`src/rtl/ols_enc_pkg.sv`:
```
package ols_enc_pkg;
  typedef enum logic {GRP_ROW = 1'b0, GRP_COL = 1'b1} chk_grp_e;

  function automatic int unsigned chk_bits(int unsigned m);
    return 2 * m;
  endfunction

  // data bit index of tap n for check bit g
  function automatic int unsigned tap_idx(int unsigned m, int unsigned g, int unsigned n);
    if (g < m) return g * m + n;
    return (g - m) + n * m;
  endfunction

  function automatic chk_grp_e grp_of(int unsigned m, int unsigned g);
    return (g < m) ? GRP_ROW : GRP_COL;
  endfunction
endpackage

```
`src/rtl/ols_chk_gen.sv`:
```
module ols_chk_gen
  import ols_enc_pkg::*;
#(
  parameter int unsigned M = 4,
  localparam int unsigned K  = M * M,
  localparam int unsigned NC = 2 * M
) (
  input  logic [K-1:0]  data_i,
  output logic [NC-1:0] chk_o
);
  // one private XOR tree per check bit: no gate sharing across bits
  for (genvar g = 0; g < NC; g++) begin : g_bit
    localparam chk_grp_e GRP = grp_of(M, g);
    logic [M-1:0] taps;
    for (genvar n = 0; n < M; n++) begin : g_tap
      if (GRP == GRP_ROW) begin : g_row
        assign taps[n] = data_i[g*M + n];
      end else begin : g_col
        assign taps[n] = data_i[(g-M) + n*M];
      end
    end
    assign chk_o[g] = ^taps;
  end
endmodule

```
`src/rtl/ols_two_rail_chk.sv`:
```
module ols_two_rail_chk #(
  parameter int unsigned NC = 8,
  localparam int unsigned HALF = NC / 2
) (
  input  logic [NC-1:0] chk_i,
  output logic [1:0]    rail_o,
  output logic          err_o
);
  logic r1, r2;
  assign r1     = ^chk_i[HALF-1:0];
  assign r2     = ^chk_i[NC-1:HALF];
  assign rail_o = {r2, r1};
  assign err_o  = rail_o[0] ^ rail_o[1];
endmodule

```
`src/rtl/ols_out_stage.sv`:
```
module ols_out_stage #(
  parameter int unsigned NC      = 8,
  parameter bit          REG_OUT = 1'b1
) (
  input  logic          clk_i,
  input  logic          rst_ni,
  input  logic [NC-1:0] prim_i,
  input  logic [NC-1:0] dup_i,
  input  logic          err_i,
  output logic [NC-1:0] sel_o,
  output logic [NC-1:0] raw_o,
  output logic          err_o
);
  logic [NC-1:0] sel_d;
  assign sel_d = err_i ? dup_i : prim_i;

  if (REG_OUT) begin : g_reg
    always_ff @(posedge clk_i or negedge rst_ni) begin
      if (!rst_ni) begin
        sel_o <= '0;
        raw_o <= '0;
        err_o <= 1'b0;
      end else begin
        sel_o <= sel_d;
        raw_o <= prim_i;
        err_o <= err_i;
      end
    end
  end else begin : g_comb
    assign sel_o = sel_d;
    assign raw_o = prim_i;
    assign err_o = err_i;
  end
endmodule

```
`src/rtl/ols_selfcheck_enc.sv`:
```
module ols_selfcheck_enc
  import ols_enc_pkg::*;
#(
  parameter int unsigned M       = 4,
  parameter bit          REG_OUT = 1'b1,
  localparam int unsigned K  = M * M,
  localparam int unsigned NC = 2 * M
) (
  input  logic          clk_i,
  input  logic          rst_ni,
  input  logic [K-1:0]  data_i,
  output logic [NC-1:0] chk_o,
  output logic [NC-1:0] chk_raw_o,
  output logic          err_o
);
  logic [NC-1:0] prim_chk;
  logic [NC-1:0] dup_chk;
  logic [1:0]    rail;
  logic          err_raw;

  ols_chk_gen #(.M(M)) u_prim (.data_i(data_i), .chk_o(prim_chk));
  ols_chk_gen #(.M(M)) u_dup  (.data_i(data_i), .chk_o(dup_chk));

  ols_two_rail_chk #(.NC(NC)) u_chk (
    .chk_i (prim_chk),
    .rail_o(rail),
    .err_o (err_raw)
  );

  ols_out_stage #(.NC(NC), .REG_OUT(REG_OUT)) u_out (
    .clk_i (clk_i),
    .rst_ni(rst_ni),
    .prim_i(prim_chk),
    .dup_i (dup_chk),
    .err_i (err_raw),
    .sel_o (chk_o),
    .raw_o (chk_raw_o),
    .err_o (err_o)
  );

  assert_flag_parity_R4: assert property (@(posedge clk_i) disable iff (!rst_ni)
    err_o == (^chk_raw_o));

  assert_pass_prim_R5: assert property (@(posedge clk_i) disable iff (!rst_ni)
    !err_o |-> chk_o == chk_raw_o);

  assert_fallback_R6: assert property (@(posedge clk_i) disable iff (!rst_ni)
    err_o |-> chk_o != chk_raw_o);

  assert_sel_even_R3: assert property (@(posedge clk_i) disable iff (!rst_ni)
    (^chk_o) == 1'b0);

  if (REG_OUT) begin : g_rst_chk
    assert_reset_clear_R8: assert property (@(posedge clk_i)
      !rst_ni |-> (chk_o == '0 && chk_raw_o == '0 && !err_o));
  end
endmodule

```
`config.mk`:
```
export PLATFORM = sky130hd
export DESIGN_NAME = ols_selfcheck_enc
export DESIGN_NICKNAME = d
export VERILOG_FILES = /design/src/rtl/ols_enc_pkg.sv /design/src/rtl/ols_chk_gen.sv /design/src/rtl/ols_two_rail_chk.sv /design/src/rtl/ols_out_stage.sv /design/src/rtl/ols_selfcheck_enc.sv
export SDC_FILE = /design/constraint.sdc
export NUM_CORES = 1
export LEC_CHECK = 0
export ABC_AREA = 1
export BUFFER_PORTS_ARGS = -buffer_cell sky130_fd_sc_hd__buf_2
export CAP_MARGIN = 20
export CORE_UTILIZATION = 52
export CTS_BUF_LIST = sky130_fd_sc_hd__clkbuf_4 sky130_fd_sc_hd__clkbuf_8
export DETAILED_ROUTE_END_ITERATION = 10
export GPL_TIMING_DRIVEN = 0
export PLACE_DENSITY = 0.92
export SETUP_SLACK_MARGIN = 0.05
export SKIP_CTS_REPAIR_TIMING = 1
export SLEW_MARGIN = 20
export SYNTH_ARGS = -nofsm -noshare
export SYNTH_HDL_FRONTEND = slang
export SYNTH_SLANG_ARGS = --single-unit
```
`constraint.sdc`:
```
create_clock -name clk_i -period 1 [get_ports clk_i]
set_clock_uncertainty 0.1 [all_clocks]
set_input_delay 0.15 -clock clk_i [delete_from_list [all_inputs] [get_ports clk_i]]
set_output_delay 0.15 -clock clk_i [all_outputs]
set_load 0.1 [all_outputs]
```
==> impl_results.md, run 1 <==
* Num CTS Buffers at 3
* Gate Count Post-Synth at 142
* Clock Sink Count at 9
* I/O Buffers at 34
* Post-DP HPWL at 1554 um
* Status: stopped before the end
* GRT worst endpoint: chk_raw_o[6]
* Post-synthesis instance area at 784.5 sq um
* Pin count of the biggest net entering global routing at 10
* Deepest clock path buffer count at 2
* Row cnt at 13
* DP Worst Slack at -0.1738 ns
* GPL Wtd Cong at 0.7824
* Starting Density at 58.11%
* Synth unique cells at 7
* H-Tree Depth at 1
* Halt Stage: global routing (5_1_grt)
* Worst EP kind: top-level output
* Placed cells at 191
* Root buffer cell: clkbuf_4
* Sequential share of the synthesized area at 28.71%
* Die width at 40.84 um
* Syn Area/Cell at 5.525 sq um
* Err: [ERROR DPL-0038] Utilization greater than 100%, impossible to legalize
* Syn_nets at 160
* Flops & latches, synth at 9
* Yosys synthesis warning count at 0
* DIE HEIGHT at 40.84 um
* # IOs at 35
## cell usage after synthesis
cell type	n	area [sq um]
nor2_1	6	22.52
inv_1	19	71.32
xnor2_1	6	52.55
dfrtp_1	9	225.2
conb_1	1	3.750
buf_4	8	60.06
nand2_1	93	349.1
## through the flow
stage	instance area [sq um]	hold slack [ns]	TNS [ns]	util [%]
floorplan	907.1	-0.2456	-0.6709	-
global placement	1096	-0.1013	-1.686	81.19
detailed placement	1096	-0.09346	-1.869	81.19
CTS	1126	-0.3710	-6.581	83.41
## cell families after synthesis
family	count (synthesis)	synth area share [%]
AND/OR/NAND/NOR	99	47.37
flip-flops	9	28.71
other	1	0.4780
buffers and inverters	27	16.75
XOR/XNOR	6	6.699
==> run 2: changes to the inputs <==
--- a/config.mk
+++ b/config.mk
@@ -8,12 +8,11 @@
 export ABC_AREA = 1
 export BUFFER_PORTS_ARGS = -buffer_cell sky130_fd_sc_hd__buf_2
 export CAP_MARGIN = 20
-export CORE_UTILIZATION = 52
-export CTS_BUF_LIST = sky130_fd_sc_hd__clkbuf_4 sky130_fd_sc_hd__clkbuf_8
+export CORE_AREA = 2 2 63 65
 export DETAILED_ROUTE_END_ITERATION = 10
+export DIE_AREA = 0 0 65 67
 export GPL_TIMING_DRIVEN = 0
-export PLACE_DENSITY = 0.92
-export SETUP_SLACK_MARGIN = 0.05
+export PLACE_DENSITY_LB_ADDON = 0.15
 export SKIP_CTS_REPAIR_TIMING = 1
 export SLEW_MARGIN = 20
 export SYNTH_ARGS = -nofsm -noshare
==> run 2 against run 1 <==
Compared with the run above: the flow now finishes, with violations (setup timing); area after synthesis is the same; synthesized cell count is the same.
==> impl_results.md, run 2 <==
* Die ar. at 4355 sq um
* Die width at 65 um
* Num CTS Buffers at 3
* Drt wl/cell at 8.450 um
* Startpoint Class: flip-flop
* Max Clock Freq at 798.2 MHz
* Synth top area share at 44.50%
* Worst setup path startpoint: u_out.raw_o[1]
* Failing checks: setup timing
* CP endpoint kind: primary output
* Post-synthesis xor/xnor area fraction at 6.699%
* Clock share of power at 18.6%
* Post-Synth Simple-Gate Area at 47.37%
* Post-synthesis instance area at 784.5 sq um
* Storage element area at 256.5 sq um
* Ys flop type: dfrtp_1
* Placed cells at 224
* Synth unique cells at 7
* Most common cell in the synthesized netlist: nand2_1
* Commonest non-fill, non-tap cells in the layout: nand2_1, inv_1, buf_2
* Layout Cells excl Fill at 229
* H-Tree Depth at 1
* # IOs at 35
* DIE HEIGHT at 67 um
* Flops & latches, synth at 9
* Top cell by count, worst path: buf_12
* Starting Density at 21.76%
* Area of the core at 3606 sq um
* Routed vias/inst at 3.856
* Adder-cell share of the synthesized area at 0%
* Synth top area cells: nand2_1, dfrtp_1, inv_1
* DRC violations left at 0
* Critical path's largest stage delay at 0.49 ns
* Sequential share of the synthesized area at 28.71%
* Hold/Removal Path Class: input pin to flip-flop
* Cells along the critical path: buf_12 > buf_12
* Switch Pwr at 986.4 uW
* Synth Area in Compound Gates at 0%
* Final ANT Viol Nets at 0
* Post-synthesis mux area share at 0%
* First-pass GRT wire length at 3291 um
* Final WS setup at -0.2527 ns
* WP data required at 0.75 ns
* Yosys synthesis warning count at 0
* Final #Nets at 200
* Power Internal at 1.168 mW
* Async S/R FF share, synth at 100.0%
* GRT Total Usage at 9.689%
* Top post-synthesis cells by count: nand2_1, inv_1, dfrtp_1
* Final Cycle Share at 125.3%
* Final hold violations at 0
* # fillers at 381
* Status: complete, but fails checks
* Root buffer cell: clkbuf_8
* Syn Area/Cell at 5.525 sq um
* WL final at 1935 um
* Most flop-heavy register: u_out.raw_o
* Inserted Diodes at 0
* Final critical-path required period at 1.253 ns
* Worst setup endpoint: chk_raw_o[1]
* Row cnt at 22
* Deepest clock path buffer count at 2
* Pin count of the biggest net entering global routing at 10
* Vias in the first global route at 853
* I/O Buffers at 34
* IR drop worst, VDD at 0.0003767 V
* Drt pass-1 iters at 3
* Worst EP arrival at 1.00 ns
* Leading cell type in the layout, fill and taps excluded: nand2_1
* CP max stage cell: dfrtp_4
* Overflow after GRT at 0
* Syn_nets at 160
* Layout cell share with drive strength beyond 1 at 29.83%
* Post-synth EDFFs at 0
* Setup violators final at 17
* Multi-input logic area at 427.9 sq um
* PwrDens at 1573 nW/um^2
* Initial antenna violation count at 0
* Reg power frac at 22.3%
* Gate Count Post-Synth at 142
* Post-DP HPWL at 1663 um
* Leakage at 0.7984 nW
* Clk slew on worst S/H paths at 0.04 ns
* Sw frac at 45.78%
* Via count at 883
* Clock Sink Count at 9
* Comb pwr share at 59.1%
* Crit Path Max Fanout at 2
* CTS tree: yes
* RSZ-0062 raised after global routing: yes
* Largest family of logic cells by synthesized area: simple AND/OR/NAND/NOR gates
* Max reg flops at 8
* Critical path class: flip-flop to primary output
* GPL Wtd Cong at 0.7609
* Setup TNS at -3.384 ns
* DR iter-0 viols at 18
* Total of max-cap violations at 0
* Yosys top cell by area: nand2_1
* Area grow syn2layout at 74.64%
* Top flop regs: u_out.raw_o x8, u_out.err_o x1
* Pins over their slew limit at 0
==> run 2: worst max-delay path: cells and delay by family, from the launching register on <==
| family | cells | cell delay, ns |
|---|---|---|
| flip-flops | 1 | 0.49 |
| buffers and inverters | 2 | 0.28 |
==> run 2: layout make-up <==
type	instances	share of cell area [%]
plain buffers	8	11.05
clock buffers	4	3.288
inverters	19	5.205
multi-input cells	106	31.23
flip-flops and latches	9	18.72
well taps	48	4.384
repair buffers	35	26.12
==> run 2: worst min-delay path by stage <==
stage | cells after the start | to | slack (ns) | from
after detailed placement | 1 | u_out.raw_o[4] | -0.09 | rst_ni
after CTS | 1 | u_out.raw_o[2] | -0.33 | rst_ni
after global routing | 4 | u_out.raw_o[7] | 0.18 | data_i[11]
final | 4 | u_out.raw_o[7] | 0.16 | data_i[11]
after global placement | 1 | u_out.raw_o[4] | -0.09 | rst_ni
after floorplan | 0 | u_out.err_o | -0.25 | rst_ni
==> run 2: power by group through the flow <==
stage / clock [mW] / combinational (mW) / sequential [mW]
CTS: 0.418 / 1.07 / 0.472
detailed placement: 0 / 1.07 / 0.478
floorplan: 0 / 0.586 / 0.781
global route: 0.443 / 1.34 / 0.486
finish: 0.401 / 1.27 / 0.480
global placement: 0 / 1.06 / 0.475
==> run 2: routing by layer <==
metal | GRT usage [%] | share of wire (%)
met1 | 11.21 | 43
met2 | 16.49 | 50
met3 | 1.351 | 5.5
met4 | 6.649 | 1.8
met5 | 0 | 0
==> run 2: kinds of logic after synthesis <==
| logic type | count (synthesis) |
|---|---|
| flops | 9 |
| other cells | 1 |
| simple gates | 99 |
| buf+inv | 27 |
| xor+xnor | 6 |
==> run 2: stage by stage <==
stage                     power, mW  utilization (%)  hold WS [ns]  instance area [sq um]  setup WS, ns
after floorplan               1.368                -       -0.2456                  907.1       -0.1198
after global placement        1.535            31.54      -0.09326                   1137       -0.1498
after detailed placement      1.548            31.54      -0.08958                   1137       -0.1608
after CTS                     1.961            32.79       -0.3324                   1182       -0.4086
after global routing          2.267            37.99        0.1803                   1370       -0.2761
final                         2.155            37.99        0.1595                   1370       -0.2527
Power figures use the tool's default switching activity.
